**src/rtl/ptp_tod_pkg.sv**
```systemverilog
package ptp_tod_pkg;

  typedef enum logic [2:0] {
    REG_CTRL   = 3'd0,
    REG_INCR   = 3'd1,
    REG_ADDEND = 3'd2,
    REG_USEC   = 3'd3,
    REG_USUB   = 3'd4,
    REG_TSUB   = 3'd5,
    REG_TSEC   = 3'd6
  } reg_addr_e;

  localparam int unsigned CTL_FINE = 0;
  localparam int unsigned CTL_DIG  = 1;
  localparam int unsigned CTL_CMD0 = 2;
  localparam int unsigned NUM_CMD  = 3;

  localparam int unsigned CMD_LOAD = 0;
  localparam int unsigned CMD_ADJ  = 1;
  localparam int unsigned CMD_ADD  = 2;

  typedef enum logic {
    SEQ_IDLE = 1'b0,
    SEQ_DONE = 1'b1
  } seq_e;

endpackage

```
**src/rtl/ptp_tod_regs.sv**
```systemverilog
module ptp_tod_regs
  import ptp_tod_pkg::*;
#(
  parameter int unsigned DATA_W = 32,
  parameter int unsigned INC_W  = 8,
  parameter int unsigned SEC_W  = 32,
  parameter int unsigned SUB_W  = 31
) (
  input  logic               clk,
  input  logic               rst_n,
  input  logic               reg_wr,
  input  logic [2:0]         reg_addr,
  input  logic [DATA_W-1:0]  reg_wdata,
  output logic               fine_mode,
  output logic               digital_mode,
  output logic [INC_W-1:0]   incr,
  output logic [DATA_W-1:0]  addend_reg,
  output logic [SEC_W-1:0]   upd_sec,
  output logic [SUB_W-1:0]   upd_sub,
  output logic               upd_subtract,
  output logic [NUM_CMD-1:0] cmd_pend,
  output logic [NUM_CMD-1:0] cmd_apply
);

  logic [1:0]         mode_q, mode_d;
  logic [NUM_CMD-1:0] cmd_q, cmd_d, cmd_clr, cmd_set;
  logic [NUM_CMD-1:0] op_q, op_d, apply_c;
  seq_e               state_q, state_d;
  logic [INC_W-1:0]   incr_q;
  logic [DATA_W-1:0]  addend_q;
  logic [SEC_W-1:0]   usec_q;
  logic [SUB_W-1:0]   usub_q;
  logic               usubtr_q;

  logic wr_ctrl, wr_incr, wr_addend, wr_usec, wr_usub;

  always_comb begin
    wr_ctrl   = reg_wr && (reg_addr == REG_CTRL);
    wr_incr   = reg_wr && (reg_addr == REG_INCR);
    wr_addend = reg_wr && (reg_addr == REG_ADDEND);
    wr_usec   = reg_wr && (reg_addr == REG_USEC);
    wr_usub   = reg_wr && (reg_addr == REG_USUB);
  end

  // command sequencer: pick one pending command, apply, then clear its bit
  always_comb begin
    state_d = state_q;
    op_d    = op_q;
    apply_c = '0;
    cmd_clr = '0;
    case (state_q)
      SEQ_IDLE: begin
        for (int i = NUM_CMD - 1; i >= 0; i--) begin
          if (cmd_q[i]) begin
            apply_c = '0;
            apply_c[i] = 1'b1;
          end
        end
        if (|apply_c) begin
          op_d    = apply_c;
          state_d = SEQ_DONE;
        end
      end
      SEQ_DONE: begin
        cmd_clr = op_q;
        op_d    = '0;
        state_d = SEQ_IDLE;
      end
      default: state_d = SEQ_IDLE;
    endcase
  end

  always_comb begin
    cmd_set = wr_ctrl ? reg_wdata[CTL_CMD0 +: NUM_CMD] : '0;
    cmd_d   = (cmd_q & ~cmd_clr) | cmd_set;
    mode_d  = reg_wdata[1:0];
  end

  always_ff @(posedge clk or negedge rst_n) begin
    if (!rst_n) begin
      state_q <= SEQ_IDLE;
      op_q    <= '0;
      cmd_q   <= '0;
    end else begin
      state_q <= state_d;
      op_q    <= op_d;
      cmd_q   <= cmd_d;
    end
  end

  always_ff @(posedge clk or negedge rst_n) begin
    if (!rst_n) begin
      mode_q   <= '0;
      incr_q   <= '0;
      addend_q <= '0;
      usec_q   <= '0;
      usub_q   <= '0;
      usubtr_q <= 1'b0;
    end else begin
      if (wr_ctrl)   mode_q   <= mode_d;
      if (wr_incr)   incr_q   <= reg_wdata[INC_W-1:0];
      if (wr_addend) addend_q <= reg_wdata;
      if (wr_usec)   usec_q   <= reg_wdata[SEC_W-1:0];
      if (wr_usub) begin
        usub_q   <= reg_wdata[SUB_W-1:0];
        usubtr_q <= reg_wdata[DATA_W-1];
      end
    end
  end

  assign fine_mode    = mode_q[CTL_FINE];
  assign digital_mode = mode_q[CTL_DIG];
  assign incr         = incr_q;
  assign addend_reg   = addend_q;
  assign upd_sec      = usec_q;
  assign upd_sub      = usub_q;
  assign upd_subtract = usubtr_q;
  assign cmd_pend     = cmd_q;
  assign cmd_apply    = apply_c;

endmodule

```
**src/rtl/ptp_tod_rate.sv**
```systemverilog
module ptp_tod_rate #(
  parameter int unsigned ACC_W = 32
) (
  input  logic             clk,
  input  logic             rst_n,
  input  logic             fine_mode,
  input  logic             load_addend,
  input  logic [ACC_W-1:0] addend_in,
  output logic             acc_carry,
  output logic             tick
);

  logic [ACC_W-1:0] acc_q, acc_d;
  logic [ACC_W-1:0] addend_q;
  logic             carry_c;
  logic             acc_en;

  always_comb begin
    {carry_c, acc_d} = {1'b0, acc_q} + {1'b0, addend_q};
    acc_en           = fine_mode;
  end

  always_ff @(posedge clk or negedge rst_n) begin
    if (!rst_n) begin
      acc_q    <= '0;
      addend_q <= '0;
    end else begin
      if (acc_en)      acc_q    <= acc_d;
      if (load_addend) addend_q <= addend_in;
    end
  end

  assign acc_carry = fine_mode & carry_c;
  assign tick      = !fine_mode | carry_c;

endmodule

```
**src/rtl/ptp_tod_time.sv**
```systemverilog
module ptp_tod_time #(
  parameter int unsigned SEC_W      = 32,
  parameter int unsigned SUB_W      = 31,
  parameter int unsigned INC_W      = 8,
  parameter int unsigned NS_PER_SEC = 1_000_000_000
) (
  input  logic             clk,
  input  logic             rst_n,
  input  logic             tick,
  input  logic [INC_W-1:0] incr,
  input  logic             digital_mode,
  input  logic             do_load,
  input  logic             do_adjust,
  input  logic [SEC_W-1:0] upd_sec,
  input  logic [SUB_W-1:0] upd_sub,
  input  logic             upd_subtract,
  output logic [SEC_W-1:0] time_sec,
  output logic [SUB_W-1:0] time_sub
);

  localparam int unsigned EXT_W = SUB_W + 1;
  localparam logic [EXT_W-1:0] LIM_DIG = EXT_W'(NS_PER_SEC);
  localparam logic [EXT_W-1:0] LIM_BIN = {1'b1, {SUB_W{1'b0}}};

  logic [SEC_W-1:0] sec_q, sec_d;
  logic [SUB_W-1:0] sub_q, sub_d;
  logic [EXT_W-1:0] lim, tsum, asum, tfix, afix;
  logic             twrap, awrap;
  logic [SEC_W-1:0] sec_adj;

  always_comb begin
    lim   = digital_mode ? LIM_DIG : LIM_BIN;
    tsum  = {1'b0, sub_q} + (tick ? EXT_W'(incr) : '0);
    twrap = tsum >= lim;
    tfix  = twrap ? tsum - lim : tsum;
    asum  = {1'b0, sub_q} + {1'b0, upd_sub};
    awrap = asum >= lim;
    afix  = awrap ? asum - lim : asum;
    sec_adj = sec_q + upd_sec;
    if (upd_subtract) begin
      if (!awrap) sec_adj = sec_adj - SEC_W'(1);
    end else begin
      if (awrap) sec_adj = sec_adj + SEC_W'(1);
    end
  end

  always_comb begin
    if (do_load) begin
      sec_d = upd_sec;
      sub_d = upd_sub;
    end else if (do_adjust) begin
      sec_d = sec_adj;
      sub_d = afix[SUB_W-1:0];
    end else begin
      sec_d = sec_q + SEC_W'(twrap);
      sub_d = tfix[SUB_W-1:0];
    end
  end

  always_ff @(posedge clk or negedge rst_n) begin
    if (!rst_n) begin
      sec_q <= '0;
      sub_q <= '0;
    end else begin
      sec_q <= sec_d;
      sub_q <= sub_d;
    end
  end

  assign time_sec = sec_q;
  assign time_sub = sub_q;

endmodule

```
**src/rtl/ptp_tod_counter.sv**
```systemverilog
module ptp_tod_counter
  import ptp_tod_pkg::*;
#(
  parameter int unsigned DATA_W     = 32,
  parameter int unsigned INC_W      = 8,
  parameter int unsigned SEC_W      = 32,
  parameter int unsigned SUB_W      = 31,
  parameter int unsigned NS_PER_SEC = 1_000_000_000
) (
  input  logic              clk,
  input  logic              rst_n,
  input  logic              reg_wr,
  input  logic [2:0]        reg_addr,
  input  logic [DATA_W-1:0] reg_wdata,
  output logic [DATA_W-1:0] reg_rdata
);

  logic               fine_mode, digital_mode, upd_subtract;
  logic [INC_W-1:0]   incr;
  logic [DATA_W-1:0]  addend_reg;
  logic [SEC_W-1:0]   upd_sec, time_sec;
  logic [SUB_W-1:0]   upd_sub, time_sub;
  logic [NUM_CMD-1:0] cmd_pend, cmd_apply;
  logic               acc_carry, tick;

  ptp_tod_regs #(.DATA_W(DATA_W), .INC_W(INC_W), .SEC_W(SEC_W), .SUB_W(SUB_W)) u_regs (
    .clk(clk), .rst_n(rst_n), .reg_wr(reg_wr), .reg_addr(reg_addr), .reg_wdata(reg_wdata),
    .fine_mode(fine_mode), .digital_mode(digital_mode), .incr(incr), .addend_reg(addend_reg),
    .upd_sec(upd_sec), .upd_sub(upd_sub), .upd_subtract(upd_subtract),
    .cmd_pend(cmd_pend), .cmd_apply(cmd_apply)
  );

  ptp_tod_rate #(.ACC_W(DATA_W)) u_rate (
    .clk(clk), .rst_n(rst_n), .fine_mode(fine_mode), .load_addend(cmd_apply[CMD_ADD]),
    .addend_in(addend_reg), .acc_carry(acc_carry), .tick(tick)
  );

  ptp_tod_time #(.SEC_W(SEC_W), .SUB_W(SUB_W), .INC_W(INC_W), .NS_PER_SEC(NS_PER_SEC)) u_time (
    .clk(clk), .rst_n(rst_n), .tick(tick), .incr(incr), .digital_mode(digital_mode),
    .do_load(cmd_apply[CMD_LOAD]), .do_adjust(cmd_apply[CMD_ADJ]),
    .upd_sec(upd_sec), .upd_sub(upd_sub), .upd_subtract(upd_subtract),
    .time_sec(time_sec), .time_sub(time_sub)
  );

  always_comb begin
    case (reg_addr)
      REG_CTRL:   reg_rdata = DATA_W'({cmd_pend, digital_mode, fine_mode});
      REG_INCR:   reg_rdata = DATA_W'(incr);
      REG_ADDEND: reg_rdata = addend_reg;
      REG_USEC:   reg_rdata = DATA_W'(upd_sec);
      REG_USUB:   reg_rdata = {upd_subtract, (DATA_W-1)'(upd_sub)};
      REG_TSUB:   reg_rdata = DATA_W'(time_sub);
      REG_TSEC:   reg_rdata = DATA_W'(time_sec);
      default:    reg_rdata = '0;
    endcase
  end

endmodule

```
**config.mk**
```make
export PLATFORM = sky130hd
export DESIGN_NAME = ptp_tod_counter
export DESIGN_NICKNAME = d
export VERILOG_FILES = /design/src/rtl/ptp_tod_pkg.sv /design/src/rtl/ptp_tod_regs.sv /design/src/rtl/ptp_tod_rate.sv /design/src/rtl/ptp_tod_time.sv /design/src/rtl/ptp_tod_counter.sv
export SDC_FILE = /design/constraint.sdc
export NUM_CORES = 1
export LEC_CHECK = 0
export BUFFER_PORTS_ARGS = -buffer_cell sky130_fd_sc_hd__buf_2
export CAP_MARGIN = 15
export CORE_UTILIZATION = 40
export DETAILED_ROUTE_END_ITERATION = 10
export GPL_ROUTABILITY_DRIVEN = 0
export SETUP_SLACK_MARGIN = 0.15
export SYNTH_ARGS = -nofsm -noshare
export SYNTH_HDL_FRONTEND = slang
export SYNTH_SLANG_ARGS = --single-unit
```
**constraint.sdc**
```tcl
create_clock -name clk -period 10.35 [get_ports clk]
set_input_delay 2.07 -clock clk [delete_from_list [all_inputs] [get_ports clk]]
set_output_delay 2.07 -clock clk [all_outputs]
set_load 0.01 [all_outputs]
```
==> results.env, run 1 <==
CRITICAL-PATH-TOP-DELAY-FAMILY='simple AND/OR/NAND/NOR gates'
CORE_AREA_MM2=0.0501
NNETSFINAL=2414
SYNTHTOLAYOUTAREAGROWTH_PCT=10.2
NUMBER_OF_I_O_PORT_BUFFERS=69
INSERTEDDIODECOUNT=0
CRITICAL-PATH-SLOWEST-CELL='sky130_fd_sc_hd__fa_1'
NUMBER_OF_SYNTHESIZED_FLOPS_WITH_AN_ENABLE_PIN=0
CTS_TREE='done'
CP.ARRIVAL_NS=9.96
DR.FIRST_ITER.DRC_COUNT=1619
CP_ENDPOINT_KIND='flop'
HOLDPATHSTAGES=1
GLOBALROUTE.TOTALOVERFLOW=0
SYN_AREA_PER_CELL_UM2=9.17
SYNTH_ASYNC_SR_FLOP_SHARE_PCT=100
DOMINANTREGCELLSYNTH='sky130_fd_sc_hd__dfrtp_1'
WORST_SKEW_PAIR.LATE_LATENCY_NS=0.59
MOSTFREQUENTLAYOUTCELL='sky130_fd_sc_hd__dfrtp_1'
TIMING.CRITICAL_PATH.SLOWEST_CELL_DELAY_NS=0.40
SYNTH_FP_NETS=2383
TIMING.HOLD.WORST.CLASS='flop to flop'
GRT_ANTENNA_BEFORE_REPAIR=0
SLEW_VIOLATIONS=0
DRT_FIRST_PASS_ITERS=5
ROUTEDWLPERCELL_UM=21.8
FIN_SETUP_TNS_NS=0
FIN_CRIT_NS=9.49
POSTSYNTHCELLCOUNT=2205
PATH_COMMON_CELL='sky130_fd_sc_hd__nand2_1'
SYNTH.YOSYS.WARNINGS=0
WORST_PIN_SLEW_NS=1.18
CTS-ROOT-BUF='sky130_fd_sc_hd__clkbuf_16'
TRITONCTS.NUM_BUFFERS=28
TIMING.CRITICAL_PATH.BUF_INV=2
SYNTH_CELL_TYPE_COUNT=106
R2R_SLACK_NS=0.86
FINALHOLDVIOLATIONS=0
TIMING.FMAX_GHz=0.105
IOS=70
GRT_SETUP_UNREPAIRED='no'
MIN_DELAY_WORST_ENDPOINT='u_regs.op_q[2]'
SYNTH.YOSYS.SEQ_AREA_SHARE_PCT=29.7
TRITONCTS_NUM_SINKS=240
MAX-CLOCK-PATH-BUFFERS=3
RELSLEWSLACK_PCT=20.8
SYNTH_TOP_CELL_AREA_SHARE_PCT=29.7
SHARE_OF_CELLS_ABOVE_DRIVE_STRENGTH_1_PCT=17.3
FLOORPLAN.ROWS=82
DR_TOTAL_VIAS=17700
SYNTH_LARGEST_AREA_CELL='sky130_fd_sc_hd__dfrtp_1'
FINAL.SETUP_SKEW_NS=0.0305
SYNTH.FF_LATCH_COUNT=240
SYNTH_TOP_CELLS_BY_AREA='sky130_fd_sc_hd__dfrtp_1 30%, sky130_fd_sc_hd__mux2_2 9.7%, sky130_fd_sc_hd__ha_1 8.4%'
LAYOUT_WORST_PATH_CYCLE_SHARE_PCT=91.6
CLKSLEWWORSTSETUPHOLDPATHS_NS=0.06
GLOBAL_ROUTE_WIRE_LENGTH_BEFORE_REPAIR_UM=98300
MIN_FROM='u_regs.op_q[2]'
LARGEST_NET_DEGREE_AT_THE_START_OF_GLOBAL_ROUTING=123
FINAL_ANTENNA_NET_COUNT=0
LAUNCH_POINT_OF_THE_WORST_REG_TO_REG_PATH='u_rate.addend_q[0]'
HPWLAFTERDP_UM=49100
POST-ROUTE-DRC-COUNT=0
H-TREE-DEPTH=1
WORST_SETUP_PATH_CATEGORY='flop to flop'
RUN_STATUS='completed'
DIE-HEIGHT_UM=227
CP.REQUIRED_NS=10.82
NETLIST_AREA_MM2=0.0202
DIE_AREA_MM2=0.0515
GRT_PASS1_VIAS=17000
MAX_CAP_VIOL_COUNT=0
FLOORPLAN.INITIALDENSITY_PCT=40.4
WORST-PATH-MAX-FANOUT=8
REGTOREGENDPOINT='u_time.time_sec[31]'
ROUTE.FINAL.WIRE_LENGTH_UM=63700
GR-USAGE-ALL-LAYERS_PCT=24.6
R2R_CELLS=45
FILLER_CELL_COUNT=4916
DETAIL_ROUTE.VIAS_PER_CELL=6.05
MOST-COMMON-LAYOUT-CELLS='240 x sky130_fd_sc_hd__dfrtp_1, 175 x sky130_fd_sc_hd__mux2_2, 158 x sky130_fd_sc_hd__nand2_1'
SETUP.WORST_PATH.START_CLASS='flop'
DIE_WIDTH_UM=227
SETUP-VIOLATIONS-FINAL=0
-- timing repair --
action / in CTS / in global routing
hold buffers: 0 / 0
gates resized for setup: 1 / 12
pin swaps: 0 / 3
buffers inserted: 0 / 2
endpoints found under the setup margin: 1 / 9
gates cloned: 0 / 0
-- cell type report --
cell class | instances | area [µm²] | share of cell area, %
flip-flops and latches | 240 | 6010 | 26.9
repair buffers | 92 | 528 | 2.37
clock buffers | 31 | 742 | 3.33
well taps | 672 | 841 | 3.77
inverters | 53 | 199 | 0.892
multi-input cells | 1821 | 13700 | 61.5
clock inverters | 18 | 259 | 1.16
-- layer usage --
layer / vias to the layer above / track usage, % / share of wire [%]
met4: 0 / 8.87 / 3.7
met5: - / 0 / 0
li1: 8289 / - / -
met2: 652 / 39.3 / 45
met3: 121 / 2.75 / 6.8
met1: 8648 / 34.2 / 44
-- through the flow --
step                hold WS, ns  instances  utilization [%]  setup slack, ns  instance area, µm²
global route              0.500       2927             44.5            0.146               22300
global placement          0.463       2876             42.4            0.418               21200
finish                    0.477       2927             44.5            0.864               22300
floorplan                 0.451       2205                -             1.24               20200
detailed placement        0.468       2876             42.4            0.154               21200
CTS                       0.482       2925             44.4            0.274               22200
-- Yosys cell counts, types with 14 or more instances --
library cell and number:
sky130_fd_sc_hd__a22oi_1 20, sky130_fd_sc_hd__nand2b_1 24, sky130_fd_sc_hd__nor2b_1 31, sky130_fd_sc_hd__clkbuf_1 63, sky130_fd_sc_hd__o21ai_0 94, sky130_fd_sc_hd__mux2i_1 60, sky130_fd_sc_hd__nand4_1 29, sky130_fd_sc_hd__a221o_1 26
sky130_fd_sc_hd__xnor2_1 131, sky130_fd_sc_hd__ha_1 136, sky130_fd_sc_hd__and2_1 26, sky130_fd_sc_hd__xor2_1 64, sky130_fd_sc_hd__nor3_1 39, sky130_fd_sc_hd__buf_1 17, sky130_fd_sc_hd__mux2_2 175, sky130_fd_sc_hd__a21oi_1 138
sky130_fd_sc_hd__nor2_1 163, sky130_fd_sc_hd__a22o_1 32, sky130_fd_sc_hd__a31oi_1 28, sky130_fd_sc_hd__a211oi_1 21, sky130_fd_sc_hd__o21a_1 24, sky130_fd_sc_hd__and3_1 27, sky130_fd_sc_hd__or3_1 14, sky130_fd_sc_hd__nand2_1 158
sky130_fd_sc_hd__o22ai_1 27, sky130_fd_sc_hd__a21o_1 46, sky130_fd_sc_hd__dfrtp_1 240, sky130_fd_sc_hd__o211ai_1 16, sky130_fd_sc_hd__nand3_1 52, sky130_fd_sc_hd__inv_1 52
-- kinds of logic after synthesis --
family	after synthesis	share of synthesized area, %
buf+inv	144	2.86
xor+xnor	196	8.58
simple gates	641	16.0
fa+ha+maj	140	8.81
flops	240	29.7
mux	236	12.8
compound gates	608	21.2
-- worst max-delay path by stage --
| stage | start | to | slack, ns | cells after the start |
|---|---|---|---|---|
| floorplan | u_rate.addend_q[0] | u_time.time_sec[31] | 1.24 | 47 |
| global placement | u_rate.addend_q[0] | u_time.time_sec[31] | 0.42 | 45 |
| detailed placement | u_rate.addend_q[0] | u_time.time_sec[31] | 0.15 | 45 |
| CTS | u_rate.addend_q[0] | u_time.time_sec[31] | 0.27 | 45 |
| global route | u_rate.addend_q[0] | u_time.time_sec[31] | 0.15 | 45 |
| finish | u_rate.addend_q[0] | u_time.time_sec[31] | 0.86 | 45 |
Power of run 1 is left out: the tool's default activity adds up to more than one toggle a clock period on the data nets, which glitch-free logic cannot reach.
==> run 2: changes to the inputs <==
--- a/config.mk
+++ b/config.mk
@@ -8,6 +8,7 @@
 export BUFFER_PORTS_ARGS = -buffer_cell sky130_fd_sc_hd__buf_2
 export CAP_MARGIN = 15
 export CORE_UTILIZATION = 40
+export CTS_BUF_LIST = sky130_fd_sc_hd__clkbuf_2
 export DETAILED_ROUTE_END_ITERATION = 10
 export GPL_ROUTABILITY_DRIVEN = 0
 export SETUP_SLACK_MARGIN = 0.15
==> results.env, run 2 (synthesized netlist as in run 1, its figures left out) <==
CRITICAL-PATH-SLOWEST-CELL='sky130_fd_sc_hd__fa_1'
SETUP.WORST_PATH.START_CLASS='flop'
CLKSLEWWORSTSETUPHOLDPATHS_NS=0.10
ROUTED-WL-MET2_UM=29300
FINAL_CRITICAL_PATH_SETUP_SLACK_NS=0.898
FLOORPLAN.INITIALDENSITY_PCT=40.4
GRT_PASS1_VIAS=17400
MAX-CLOCK-PATH-BUFFERS=3
RUN_STATUS='completed'
FINAL.SETUP_SKEW_NS=0.126
MET1_LENGTH_UM=28900
SETUP-VIOLATIONS-FINAL=0
NNETSFINAL=2452
MET3ROUTEDLENGTH_UM=3950
CP_ENDPOINT_KIND='flop'
GLOBAL_ROUTE_WIRE_LENGTH_BEFORE_REPAIR_UM=99400
CORE_AREA_MM2=0.0501
DR_TOTAL_VIAS=18000
WORST_SETUP_PATH_CATEGORY='flop to flop'
FINAL_ANTENNA_NET_COUNT=0
CTS-ROOT-BUF='sky130_fd_sc_hd__clkbuf_2'
DETAIL_ROUTE.VIAS_PER_CELL=6.02
TIMING.HOLD.WORST.CLASS='flop to flop'
DR.FIRST_ITER.DRC_COUNT=1508
MOSTFREQUENTLAYOUTCELL='sky130_fd_sc_hd__dfrtp_1'
TIMING.CRITICAL_PATH.SLOWEST_CELL_DELAY_NS=0.40
FLOORPLAN.ROWS=82
NUMBER_OF_I_O_PORT_BUFFERS=69
FIN_CRIT_NS=9.45
FIN_SETUP_TNS_NS=0
DETAILEDPLACE.WORSTSLACK_NS=0.154
PATH_COMMON_CELL='sky130_fd_sc_hd__nand2_1'
FINALHOLDVIOLATIONS=0
DIE_AREA_MM2=0.0515
TOP_LAYER_USED='met4'
TIMING.FMAX_GHz=0.106
DRT_FIRST_PASS_ITERS=5
ROUTEDWLPERCELL_UM=21.5
WORST-PATH-MAX-FANOUT=8
CTS_HOLD_BUFFERS=0
GR-USAGE-ALL-LAYERS_PCT=25.1
POST-ROUTE-DRC-COUNT=0
RELSLEWSLACK_PCT=19.9
HPWLAFTERDP_UM=49100
SYNTHTOLAYOUTAREAGROWTH_PCT=8.44
PLACED_CELL_AREA_MM2=0.0212
STDCELL_AREA_MM2=0.0219
GRT_ANTENNA_BEFORE_REPAIR=1
WORST_SKEW_PAIR.LATE_LATENCY_NS=1.01
ROUTE.FINAL.WIRE_LENGTH_UM=64500
SLEW_VIOLATIONS=0
GLOBALROUTE.TOTALOVERFLOW=0
DIE_WIDTH_UM=227
GRT_SETUP_UNREPAIRED='no'
MAX_CAP_VIOL_COUNT=0
SHARE_OF_CELLS_ABOVE_DRIVE_STRENGTH_1_PCT=18.9
LARGEST_NET_DEGREE_AT_THE_START_OF_GLOBAL_ROUTING=123
CTS_TREE='done'
CP.ARRIVAL_NS=10.31
CP.REQUIRED_NS=11.21
WORST_PIN_SLEW_NS=1.20
DIE-HEIGHT_UM=227
IOS=70
H-TREE-DEPTH=3
MOST-COMMON-LAYOUT-CELLS='240 x sky130_fd_sc_hd__dfrtp_1, 175 x sky130_fd_sc_hd__mux2_2, 158 x sky130_fd_sc_hd__nand2_1'
LAYOUT_WORST_PATH_CYCLE_SHARE_PCT=91.3
TRITONCTS_NUM_SINKS=240
TRITONCTS.NUM_BUFFERS=66
[run 2: changes by cell type in the layout (fill, tap and decap cells not counted)]
cell / delta
sky130_fd_sc_hd__clkinv_1: +17
sky130_fd_sc_hd__clkbuf_16: -28
sky130_fd_sc_hd__clkbuf_2: +93
sky130_fd_sc_hd__clkinv_4: -5
sky130_fd_sc_hd__inv_8: -1
sky130_fd_sc_hd__inv_2: +2
sky130_fd_sc_hd__clkinv_2: -3
sky130_fd_sc_hd__bufinv_16: -2
sky130_fd_sc_hd__clkbuf_8: -3
sky130_fd_sc_hd__inv_6: -2
sky130_fd_sc_hd__clkinv_8: -1
sky130_fd_sc_hd__diode_2: +2
[run 2: worst paths after layout]
path                            cells past startpoint  slack, ns                from                     to
min in group asynchronous                           1       1.15               rst_n         u_regs.op_q[1]
worst min-delay path                                1       0.50      u_regs.op_q[2]         u_regs.op_q[2]
worst min register to register                      1       0.50      u_regs.op_q[2]         u_regs.op_q[2]
worst max register to register                     45       0.90  u_rate.addend_q[0]    u_time.time_sec[31]
worst max-delay path                               45       0.90  u_rate.addend_q[0]    u_time.time_sec[31]
max in group asynchronous                           2       7.66               rst_n  u_regs.addend_reg[20]
[run 2: critical path: cells and delay by family, from the launching register on]
kind	cells	cell delay, ns
compound gates	16	3.04
xor+xnor	2	0.22
flops	1	0.39
fa+ha+maj	6	1.67
simple gates	19	3.73
buf+inv	2	0.27
[run 2: layer usage]
metal	global-route usage (%)	vias to the layer above
met3	3.62	116
met2	39.5	627
met1	34.1	8876
met4	10.8	0
met5	0	-
li1	-	8422
[run 2: stage by stage]
stage | util, % | std cells | hold slack (ns)
2_1_floorplan | - | 2205 | 0.451
3_3_place_gp | 42.4 | 2876 | 0.463
5_1_grt | 43.8 | 2996 | 0.514
3_5_place_dp | 42.4 | 2876 | 0.468
4_1_cts | 43.7 | 2992 | 0.492
6_report | 43.8 | 2996 | 0.495
[run 2: repair_timing]
item / CTS / global route
setup buffers: 0 / 2
gates resized for setup: 1 / 12
endpoints found under the hold margin: 0 / 0
setup endpoints to repair: 1 / 9
pin swaps: 0 / 3
[run 2: layout make-up]
type | instances | area [µm²]
tap | 672 | 841
inverter | 53 | 199
clock inverter | 23 | 166
antenna | 2 | 5.00
clock buffer | 93 | 465
timing repair buffer | 92 | 528
multi-input combinational | 1821 | 13700
sequential | 240 | 6010
fill | 4987 | 28100
Power of run 2 is left out for the same reason.
